## src/rtl/crport_pkg.sv

```systemverilog
`timescale 1ns/1ps
package crport_pkg;
  localparam int unsigned DATA_W  = 16;
  localparam int unsigned NUM_STB = 4;

  // strobe index; also the strobe's slot in the engine's strobe vector
  typedef enum logic [1:0] {
    STB_ADDR  = 2'd0,
    STB_DATA  = 2'd1,
    STB_READ  = 2'd2,
    STB_WRITE = 2'd3
  } stb_sel_e;

  typedef enum logic [1:0] {
    ERR_NONE = 2'b00,
    ERR_RISE = 2'b01,
    ERR_FALL = 2'b10
  } err_code_e;
endpackage

```

## src/rtl/crport_tick.sv

```systemverilog
`timescale 1ns/1ps
module crport_tick #(
  parameter int unsigned CLK_PER_US = 200
) (
  input  logic clk_i,
  input  logic rst_ni,
  output logic tick_o
);
  localparam int unsigned DIV_W   = (CLK_PER_US > 1) ? $clog2(CLK_PER_US) : 1;
  localparam logic [DIV_W-1:0] DIV_MAX = DIV_W'(CLK_PER_US - 1);

  logic [DIV_W-1:0] div_q;

  always_ff @(posedge clk_i or negedge rst_ni) begin
    if (!rst_ni)               div_q <= '0;
    else if (div_q == DIV_MAX) div_q <= '0;
    else                       div_q <= div_q + 1'b1;
  end

  assign tick_o = (div_q == DIV_MAX);
endmodule

```

## src/rtl/crport_phase.sv

```systemverilog
`timescale 1ns/1ps
module crport_phase
  import crport_pkg::*;
#(
  parameter int unsigned TIMEOUT_US = 100
) (
  input  logic              clk_i,
  input  logic              rst_ni,
  input  logic              tick_i,
  input  logic              start_i,
  input  logic [DATA_W-1:0] value_i,
  input  stb_sel_e          sel_i,
  input  logic              ack_i,
  output logic [DATA_W-1:0] value_o,
  output logic [NUM_STB-1:0] stb_o,
  output logic              cap_o,
  output logic              fin_o,
  output logic              to_rise_o,
  output logic              to_fall_o
);
  localparam int unsigned CNT_W = $clog2(TIMEOUT_US + 1);
  localparam logic [CNT_W-1:0] CNT_LAST = CNT_W'(TIMEOUT_US - 1);

  typedef enum logic [1:0] {E_IDLE, E_SETUP, E_RISE, E_FALL} eng_state_e;

  eng_state_e        state_q;
  logic [DATA_W-1:0] value_q;
  stb_sel_e          sel_q;
  logic [CNT_W-1:0]  cnt_q;
  logic              expire;

  assign expire    = tick_i && (cnt_q == CNT_LAST);
  assign cap_o     = (state_q == E_RISE) && ack_i;
  assign fin_o     = (state_q == E_FALL) && !ack_i;
  assign to_rise_o = (state_q == E_RISE) && !ack_i && expire;
  assign to_fall_o = (state_q == E_FALL) && ack_i && expire;
  assign value_o   = value_q;

  always_comb begin
    stb_o = '0;
    if (state_q == E_RISE) stb_o[sel_q] = 1'b1;
  end

  always_ff @(posedge clk_i or negedge rst_ni) begin
    if (!rst_ni) begin
      state_q <= E_IDLE;
      value_q <= '0;
      sel_q   <= STB_ADDR;
      cnt_q   <= '0;
    end else begin
      case (state_q)
        E_IDLE: if (start_i) begin
          value_q <= value_i;
          sel_q   <= sel_i;
          state_q <= E_SETUP;
        end
        // value alone on the bus for one cycle
        E_SETUP: begin
          cnt_q   <= '0;
          state_q <= E_RISE;
        end
        E_RISE: begin
          if (ack_i) begin
            cnt_q   <= '0;
            state_q <= E_FALL;
          end else if (expire) state_q <= E_IDLE;
          else if (tick_i)     cnt_q   <= cnt_q + 1'b1;
        end
        E_FALL: begin
          if (!ack_i)          state_q <= E_IDLE;
          else if (expire)     state_q <= E_IDLE;
          else if (tick_i)     cnt_q   <= cnt_q + 1'b1;
        end
        default: state_q <= E_IDLE;
      endcase
    end
  end


  stb_onehot_chk: assert property (@(posedge clk_i) disable iff (!rst_ni)
    $onehot0(stb_o));


  setup_before_stb_chk: assert property (@(posedge clk_i) disable iff (!rst_ni)
    $rose(|stb_o) |-> $stable(value_q));


  drop_after_ack_chk: assert property (@(posedge clk_i) disable iff (!rst_ni)
    $fell(|stb_o) |-> ($past(ack_i) || $past(to_rise_o)));
endmodule

```

## src/rtl/crport_master.sv

```systemverilog
`timescale 1ns/1ps
module crport_master
  import crport_pkg::*;
#(
  parameter int unsigned CLK_PER_US = 200,
  parameter int unsigned TIMEOUT_US = 100
) (
  input  logic                clk_i,
  input  logic                rst_ni,
  input  logic                req_valid_i,
  input  logic                req_write_i,
  input  logic [DATA_W-1:0]   req_addr_i,
  input  logic [DATA_W-1:0]   req_wdata_i,
  output logic                busy_o,
  output logic                done_o,
  output logic                err_o,
  output logic [1:0]          err_code_o,
  output logic [DATA_W-1:0]   rdata_o,
  output logic [DATA_W+3:0]   cmd_o,
  input  logic [DATA_W:0]     rsp_i
);
  typedef enum logic [1:0] {T_IDLE, T_LAUNCH, T_WAIT} top_state_e;

  top_state_e         state_q;
  logic [1:0]         ph_q;
  logic               wr_q;
  logic [DATA_W-1:0]  addr_q, wdata_q, rdata_q;
  logic               done_q, err_q;
  err_code_e          err_code_q;

  logic [DATA_W-1:0]  ph_value;
  stb_sel_e           ph_sel;
  logic               ph_last;

  logic               tick;
  logic [DATA_W-1:0]  eng_value;
  logic [NUM_STB-1:0] eng_stb;
  logic               eng_cap, eng_fin, eng_to_rise, eng_to_fall;
  logic               ack;

  assign ack = rsp_i[0];

  crport_tick #(.CLK_PER_US(CLK_PER_US)) u_tick (
    .clk_i  (clk_i),
    .rst_ni (rst_ni),
    .tick_o (tick)
  );

  crport_phase #(.TIMEOUT_US(TIMEOUT_US)) u_phase (
    .clk_i     (clk_i),
    .rst_ni    (rst_ni),
    .tick_i    (tick),
    .start_i   (state_q == T_LAUNCH),
    .value_i   (ph_value),
    .sel_i     (ph_sel),
    .ack_i     (ack),
    .value_o   (eng_value),
    .stb_o     (eng_stb),
    .cap_o     (eng_cap),
    .fin_o     (eng_fin),
    .to_rise_o (eng_to_rise),
    .to_fall_o (eng_to_fall)
  );

  // phase list: write = addr, data, write; read = addr, read
  always_comb begin
    ph_value = addr_q;
    ph_sel   = STB_ADDR;
    ph_last  = 1'b0;
    case (ph_q)
      2'd0: ph_last = 1'b0;
      2'd1: begin
        if (wr_q) begin
          ph_value = wdata_q;
          ph_sel   = STB_DATA;
        end else begin
          ph_sel   = STB_READ;
          ph_last  = 1'b1;
        end
      end
      default: begin
        ph_value = wdata_q;
        ph_sel   = STB_WRITE;
        ph_last  = 1'b1;
      end
    endcase
  end

  always_ff @(posedge clk_i or negedge rst_ni) begin
    if (!rst_ni) begin
      state_q    <= T_IDLE;
      ph_q       <= '0;
      wr_q       <= 1'b0;
      addr_q     <= '0;
      wdata_q    <= '0;
      rdata_q    <= '0;
      done_q     <= 1'b0;
      err_q      <= 1'b0;
      err_code_q <= ERR_NONE;
    end else begin
      done_q <= 1'b0;
      err_q  <= 1'b0;
      case (state_q)
        T_IDLE: if (req_valid_i) begin
          wr_q       <= req_write_i;
          addr_q     <= req_addr_i;
          wdata_q    <= req_wdata_i;
          ph_q       <= '0;
          err_code_q <= ERR_NONE;
          state_q    <= T_LAUNCH;
        end
        T_LAUNCH: state_q <= T_WAIT;
        T_WAIT: begin
          if (eng_to_rise || eng_to_fall) begin
            err_q      <= 1'b1;
            err_code_q <= eng_to_rise ? ERR_RISE : ERR_FALL;
            state_q    <= T_IDLE;
          end else if (eng_fin) begin
            if (ph_last) begin
              done_q  <= 1'b1;
              state_q <= T_IDLE;
            end else begin
              ph_q    <= ph_q + 1'b1;
              state_q <= T_LAUNCH;
            end
          end
        end
        default: state_q <= T_IDLE;
      endcase
      if (eng_cap && (ph_sel == STB_READ)) rdata_q <= rsp_i[DATA_W:1];
    end
  end

  assign busy_o     = (state_q != T_IDLE);
  assign done_o     = done_q;
  assign err_o      = err_q;
  assign err_code_o = err_code_q;
  assign rdata_o    = rdata_q;
  assign cmd_o      = {eng_stb[STB_WRITE], eng_stb[STB_READ], eng_value,
                       eng_stb[STB_DATA], eng_stb[STB_ADDR]};


  done_not_busy_chk: assert property (@(posedge clk_i) disable iff (!rst_ni)
    (done_o || err_o) |-> !busy_o);


  single_status_chk: assert property (@(posedge clk_i) disable iff (!rst_ni)
    $onehot0({done_o, err_o}));


  err_idle_chk: assert property (@(posedge clk_i) disable iff (!rst_ni)
    err_o |-> (eng_stb == '0));


  accept_idle_chk: assert property (@(posedge clk_i) disable iff (!rst_ni)
    $rose(busy_o) |-> $past(req_valid_i));
endmodule

```

## config.mk

```make
export PLATFORM = sky130hd
export DESIGN_NAME = crport_master
export DESIGN_NICKNAME = d
export VERILOG_FILES = /design/src/rtl/crport_pkg.sv /design/src/rtl/crport_tick.sv /design/src/rtl/crport_phase.sv /design/src/rtl/crport_master.sv
export SDC_FILE = /design/constraint.sdc
export NUM_CORES = 1
export LEC_CHECK = 0
export ABC_AREA = 0
export BUFFER_PORTS_ARGS = -buffer_cell sky130_fd_sc_hd__buf_4
export CORE_MARGIN = 2
export CORE_UTILIZATION = 25
export CTS_CLUSTER_SIZE = 16
export DETAILED_ROUTE_END_ITERATION = 6
export HOLD_SLACK_MARGIN = 0.1
export SLEW_MARGIN = 30
export SYNTH_ARGS = -nofsm -noshare
export SYNTH_HDL_FRONTEND = slang
export SYNTH_SLANG_ARGS = --single-unit
```

## constraint.sdc

```tcl
create_clock -name clk_i -period 2.14 [get_ports clk_i]
set_clock_uncertainty 0.15 [all_clocks]
set_input_delay 0.321 -clock clk_i [delete_from_list [all_inputs] [get_ports clk_i]]
set_output_delay 0.321 -clock clk_i [all_outputs]
set_load 0.02 [all_outputs]
```

# After elaboration in Yosys (flattened, before gate mapping)
# Cells that the tools add are included.
[classes]
magnitude_cmp = 2
reduce_logical = 23
eq_ne = 17
n_addsub = 3
mux = 39
[op_table]
columns = ["op", "n"]
rows = [
  ["$pmux 16 s2", 1],
  ["$mux 2", 14],
  ["$mux 7", 4],
  ["$pmux 7 s3", 1],
  ["$mux 16", 1],
  ["$ne 2x2->1 const B", 6],
  ["$pmux 2 s2", 3],
  ["$logic_and 1x1->1", 9],
  ["$mux 1", 9],
  ["$add 8x1->8 const B", 1],
  ["$eq 2x2->1 const B", 4],
  ["$eq 8x8->1 const B", 1],
  ["$mux 8", 1],
  ["$pmux 2 s4", 1],
  ["$reduce_and 2->1", 4],
  ["$add 7x1->7 const B", 1],
  ["$eq 7x7->1 const B", 1],
  ["$eq 2x1->1 const B", 3],
  ["$logic_not 2->1", 3],
  ["$pmux 2 s3", 1],
  ["$reduce_and 5->1", 1],
  ["$mux 4", 1],
  ["$reduce_bool 2->1", 2],
  ["$lt 2x3->1 const B", 1],
  ["other kinds (10)", 10],
]
[totals]
regBits = 92
inputBits = 53
out_inout_bits = 41
wordCells = 98

# Longest topological paths before layout
[depth]
word_depth = 6
depth_mapped = 7
mapped_depth_nobuf = 6

# Hierarchy
# Synthesis repeated with hierarchy kept, for this count alone.
[hier_totals]
cells_unflattened = 311
hier_area_um2 = 4137.7
[modules_own_cells]
columns = ["module", "cells_each", "seq_area_each_um2", "instances", "area_each_um2"]
rows = [
  ["crport_master", 167, 1426.4, 1, 2458.6],
  ["crport_phase", 111, 675.6, 1, 1288.7],
  ["crport_tick", 33, 200.2, 1, 390.4],
]

# Least setup slack after synthesis
# No wires, ideal clock.
[synth_path]
path_type = "reg2reg"
startpoint = "register u_tick.div_q[0]"
endpoint = "register u_phase.cnt_q[4]"
arrival_ps = 1658
stages_incl_launch_ff = 7
t_required_ps = 1913
synth_period_minus_slack_ps = 1886
setup_ps = 77
n_path_buf = 1
path_slack_ps = 254
cell_sequence = "dfrtp_1 ha_1 and4b_1 o211ai_2 buf_4 or4_1 a21oi_1"
[synth_via]
elab_chain_len = 5
word_cells_on_any_way = 7
cone_classes = "eq/ne (1); mux (5); reduce/logical (1)"
[synth_rtl]
columns = ["element", "line_no", "source"]
rows = [
  ["from (decl)", "crport_tick.sv:12", "logic [DIV_W-1:0] div_q;"],
  ["from (signal assigned)", "crport_tick.sv:17", "else div_q <= div_q + 1'b1;"],
  ["$eq 8x8->1 *", "crport_tick.sv:20", "assign tick_o = (div_q == DIV_MAX);"],
  ["$mux 7 / $logic_and 1x1->1 (equally long branches)", "n/a", ""],
  ["$mux 7 *", "n/a", ""],
  ["$mux 7 (on tied branches)", "n/a", ""],
  ["$pmux 7 s3 *", "n/a", ""],
  ["to (signal assigned)", "crport_phase.sv:67", "else if (tick_i) cnt_q <= cnt_q + 1'b1;"],
  ["to (signal assigned)", "crport_phase.sv:72", "else if (tick_i) cnt_q <= cnt_q + 1'b1;"],
  ["to (decl)", "crport_phase.sv:29", "logic [CNT_W-1:0] cnt_q;"],
]
# Mark *: on every way between the ends. The rest lies on a longest branch, timed or not. The select of a mux whose other input is x is not followed.
# A chain may end at the register's enable or synchronous reset.

# Worst setup path after layout
[layout_path]
startpoint = "input port rsp_i[0]"
endpoint = "register u_phase.cnt_q[3]"
[layout_via]
elab_chain_len = 2
word_cells_on_any_way = 4
cone_classes = "eq/ne (1); mux (2); reduce/logical (1)"
[layout_rtl]
columns = ["element", "line_no", "source"]
rows = [
  ["from (decl)", "crport_master.sv:20", "input logic [DATA_W:0] rsp_i"],
  ["$mux 7 / $ne 2x2->1 (equally long branches)", "n/a", ""],
  ["$pmux 7 s3 / $reduce_and 2->1 (equally long branches)", "n/a", ""],
]
# Parallel ways exist; a longest one is shown, timed or not.

==> impl_metrics.py <==
metrics = {
    "run_status": {
        "outcome": "finished, final reports clean",
    },
    "cts": {
        "post_cts_buffers": 0,
        "clk_pin_slew_ns": 0.07,
        "root_buffer": "clkbuf_16",
        "cts_buffers": 9,
        "clock_latency_ns": 0.34,
        "cts_tree": "done",
        "clock_path_buffers": 2,
        "htreeDepth": 3,
        "cts_sinks": 92,
    },
    "finish": {
        "diodes": 0,
        "final_common_cell": "buf_4",
        "syn_to_final_growth_pct": 46.79,
        "final_cell_mix": "105 x buf_4, 92 x dfrtp_1, 51 x dlygate4sd3_1, 39 x mux2_2, 19 x nor2b_1",
        "final_core_util": 0.3744,
        "nNetsFinal": 532,
        "drive_above_1_share": 0.3604,
        "stdcell_area_mm2": 0.005947,
    },
    "sta": {
        "setup_violations": 0,
        "rsz0062_at_grt": "no",
        "worst_slew_pin_slew_ns": 0.4115,
        "finalHoldViolCount": 0,
        "maxSlewHeadroom": 0.7231,
        "setup_ws_ns": 0.08798,
        "fmax_mhz": 487.3,
        "period_minus_slack_ns": 2.052,
        "fin_crit_sh": 0.9589,
        "setup-tns-final_ns": 0,
        "drv_slew": 0,
    },
    "routing": {
        "routed_wl_um": 10100,
        "wl_per_cell_um": 14.51,
        "drc_errors": 0,
        "vias": 3150,
        "dr.pass1.iters": 5,
        "drt.antenna.violating_nets": 0,
        "drt-vias-per-instance": 4.526,
        "drt_iter0_markers": 115,
    },
    "logic_synthesis": {
        "synth_top_area_cell": "dfrtp_1",
        "synth_area_leaders": "dfrtp_1 57%, mux2_2 11%, a221o_1 4.0%",
        "ys_seq_area_frac": 0.5683,
        "syn_nets": 377,
        "syn_area_per_cell_um2": 12.66,
        "yosysWarnings": 0,
        "synthArstFlopShare": 1.000,
        "synth_cell_types": 58,
        "synth_cells": 320,
        "synth_top_area_frac": 0.5683,
        "synth_area_mm2": 0.004051,
        "synth-edff-count": 0,
        "synth-main-ff-cell": "dfrtp_1",
        "synth.ff_latch_count": 92,
    },
    "pwr": {
        "power-per-cell-area_mw_per_mm2": 1198,
        "power.leakage_nw": 2.656,
        "ir_drop_mv": 0.5594,
    },
    "placement": {
        "place.port_buffers": 93,
        "dp_hpwl_um": 6751,
        "place_ws_ns": 0.09250,
        "place_congestion": 0.7708,
        "placed_area_mm2": 0.005119,
    },
    "floorplanning": {
        "die_y_um": 131.3,
        "dieArea_mm2": 0.01724,
        "io_pins": 94,
        "core_area_mm2": 0.01589,
        "start_util": 0.2550,
        "dieWidth_um": 131.3,
        "row_count": 46,
    },
    "global_routing": {
        "grt_pass1_vias": 3398,
        "track_usage": 0.1240,
        "antenna_found_initial": 0,
        "grt_max_degree": 51,
        "grt-ovfl-total": 0,
        "grt_pass1_wl_um": 17060,
    },
    "critical_path": {
        "worstPathCellList": "dlygate4sd3_1 > buf_4 > and3b_1 > or2_4 > or4_1 > a21oi_1",
        "critPathLaunchType": "primary input",
        "critPathLaunch": "rsp_i[0]",
        "r2r-start": "u_phase.cnt_q[3]",
        "cp.buffers_inverters": 2,
        "crit_family": "simple AND/OR/NAND/NOR gates",
        "crit_type": "in2reg",
        "end_kind": "register",
        "crit_required_ns": 2.26,
        "critPathMaxStageDelay_ns": 0.54,
        "arrival_ns": 2.17,
        "slowest_stage": "dlygate4sd3_1",
        "worstPathMaxFanout": 8,
    },
    "job": {
        "maxCapViolCount": 0,
    },
    "worst_hold_path": {
        "holdCritPathClass": "in2async",
    },
}
==> routing by layer <==
metal	global-route usage	vias up	wire, um
met5	0	-	0
met1	0.1469	1581	4365
li1	-	1480	-
met4	0.04831	0	244
met3	0.04167	14	441
met2	0.2079	75	5045
==> logic make-up after synthesis <==
logic type,share of synthesized area
AND/OR/NAND/NOR,0.1263
AO/OA/AOI/OAI,0.1062
flip-flops,0.5683
XOR/XNOR,0.01513
multiplexers,0.1362
adder cells (fa/ha/maj),0.01977
buffers and inverters,0.02810
==> state kept, by name (all words and copies together), names as in the netlist <==
register         cells
addr_q              16
done_o               1
err_code_o           2
err_o                1
ph_q                 2
rdata_o             16
state_q              2
u_phase.cnt_q        7
u_phase.sel_q        2
u_phase.state_q      2
u_phase.value_o     16
u_tick.div_q         8
wdata_q             16
wr_q                 1
==> layout make-up <==
cell class / instances / area [um^2]
Fill cell: 1563 / 9938
Timing Repair Buffer: 160 / 1379
Clock buffer: 12 / 256.5
Tap cell: 216 / 270.3
Clock inverter: 4 / 47.55
Sequential cell: 92 / 2302
Inverter: 7 / 26.28
Multi-Input combinational cell: 205 / 1665
==> synthesized netlist by cell type, types with 3 or more instances <==
cell and count:
nand2_1 15, a221o_1 16, xor2_1 4, maj3_1 3
dfrtp_1 92, o21ai_0 6, o31ai_1 3, nor2b_1 20
clkbuf_1 3, or4_1 3, xnor2_1 3, mux2_2 39
mux2_1 10, nor2_1 15, inv_1 7, ha_1 4
buf_2 10, a21oi_1 9, nand3_1 8, nor3_1 4
==> where the power goes <==
group	internal (mW)	switching, mW
clock network	0.966	0.670
registers	2.42	0.412
logic	1.40	1.26
total	4.78	2.34
==> worst reg2reg max path, stage by stage (launching register included) <==
cell,delay [ns]
dfrtp_1,0.43
or4b_4,0.61
nor4_2,0.38
o2111ai_1,0.16
and3_1,0.19
==> final timing paths <==
kind,slack (ns),depth (start not counted),to
max in group asynchronous,0.99,3,addr_q[11]
worst min register to register,0.31,1,u_tick.div_q[0]
worst max register to register,0.12,4,state_q[1]
min in group clk_i,0.27,3,state_q[0]
worst max-delay path,0.09,6,u_phase.cnt_q[3]
worst min-delay path,0.25,2,addr_q[1]
==> repair_timing <==
| item | in CTS | in global routing |
|---|---|---|
| hold buffers | 51 | 0 |
| gates resized for setup | 0 | 4 |
| hold endpoints to repair | 142 | 0 |
| endpoints found under the setup margin | 0 | 6 |
==> per-stage QoR <==
step | power, mW | hold slack (ns) | cells
after floorplan | 4.358 | -0.1246 | 320
after global placement | 5.366 | 0.06549 | 629
after detailed placement | 5.459 | 0.06964 | 629
after CTS | 7.208 | 0.2599 | 696
after global routing | 7.575 | 0.2717 | 696
final | 7.122 | 0.2531 | 696
Note: power is estimated with default switching activity, not from simulation.
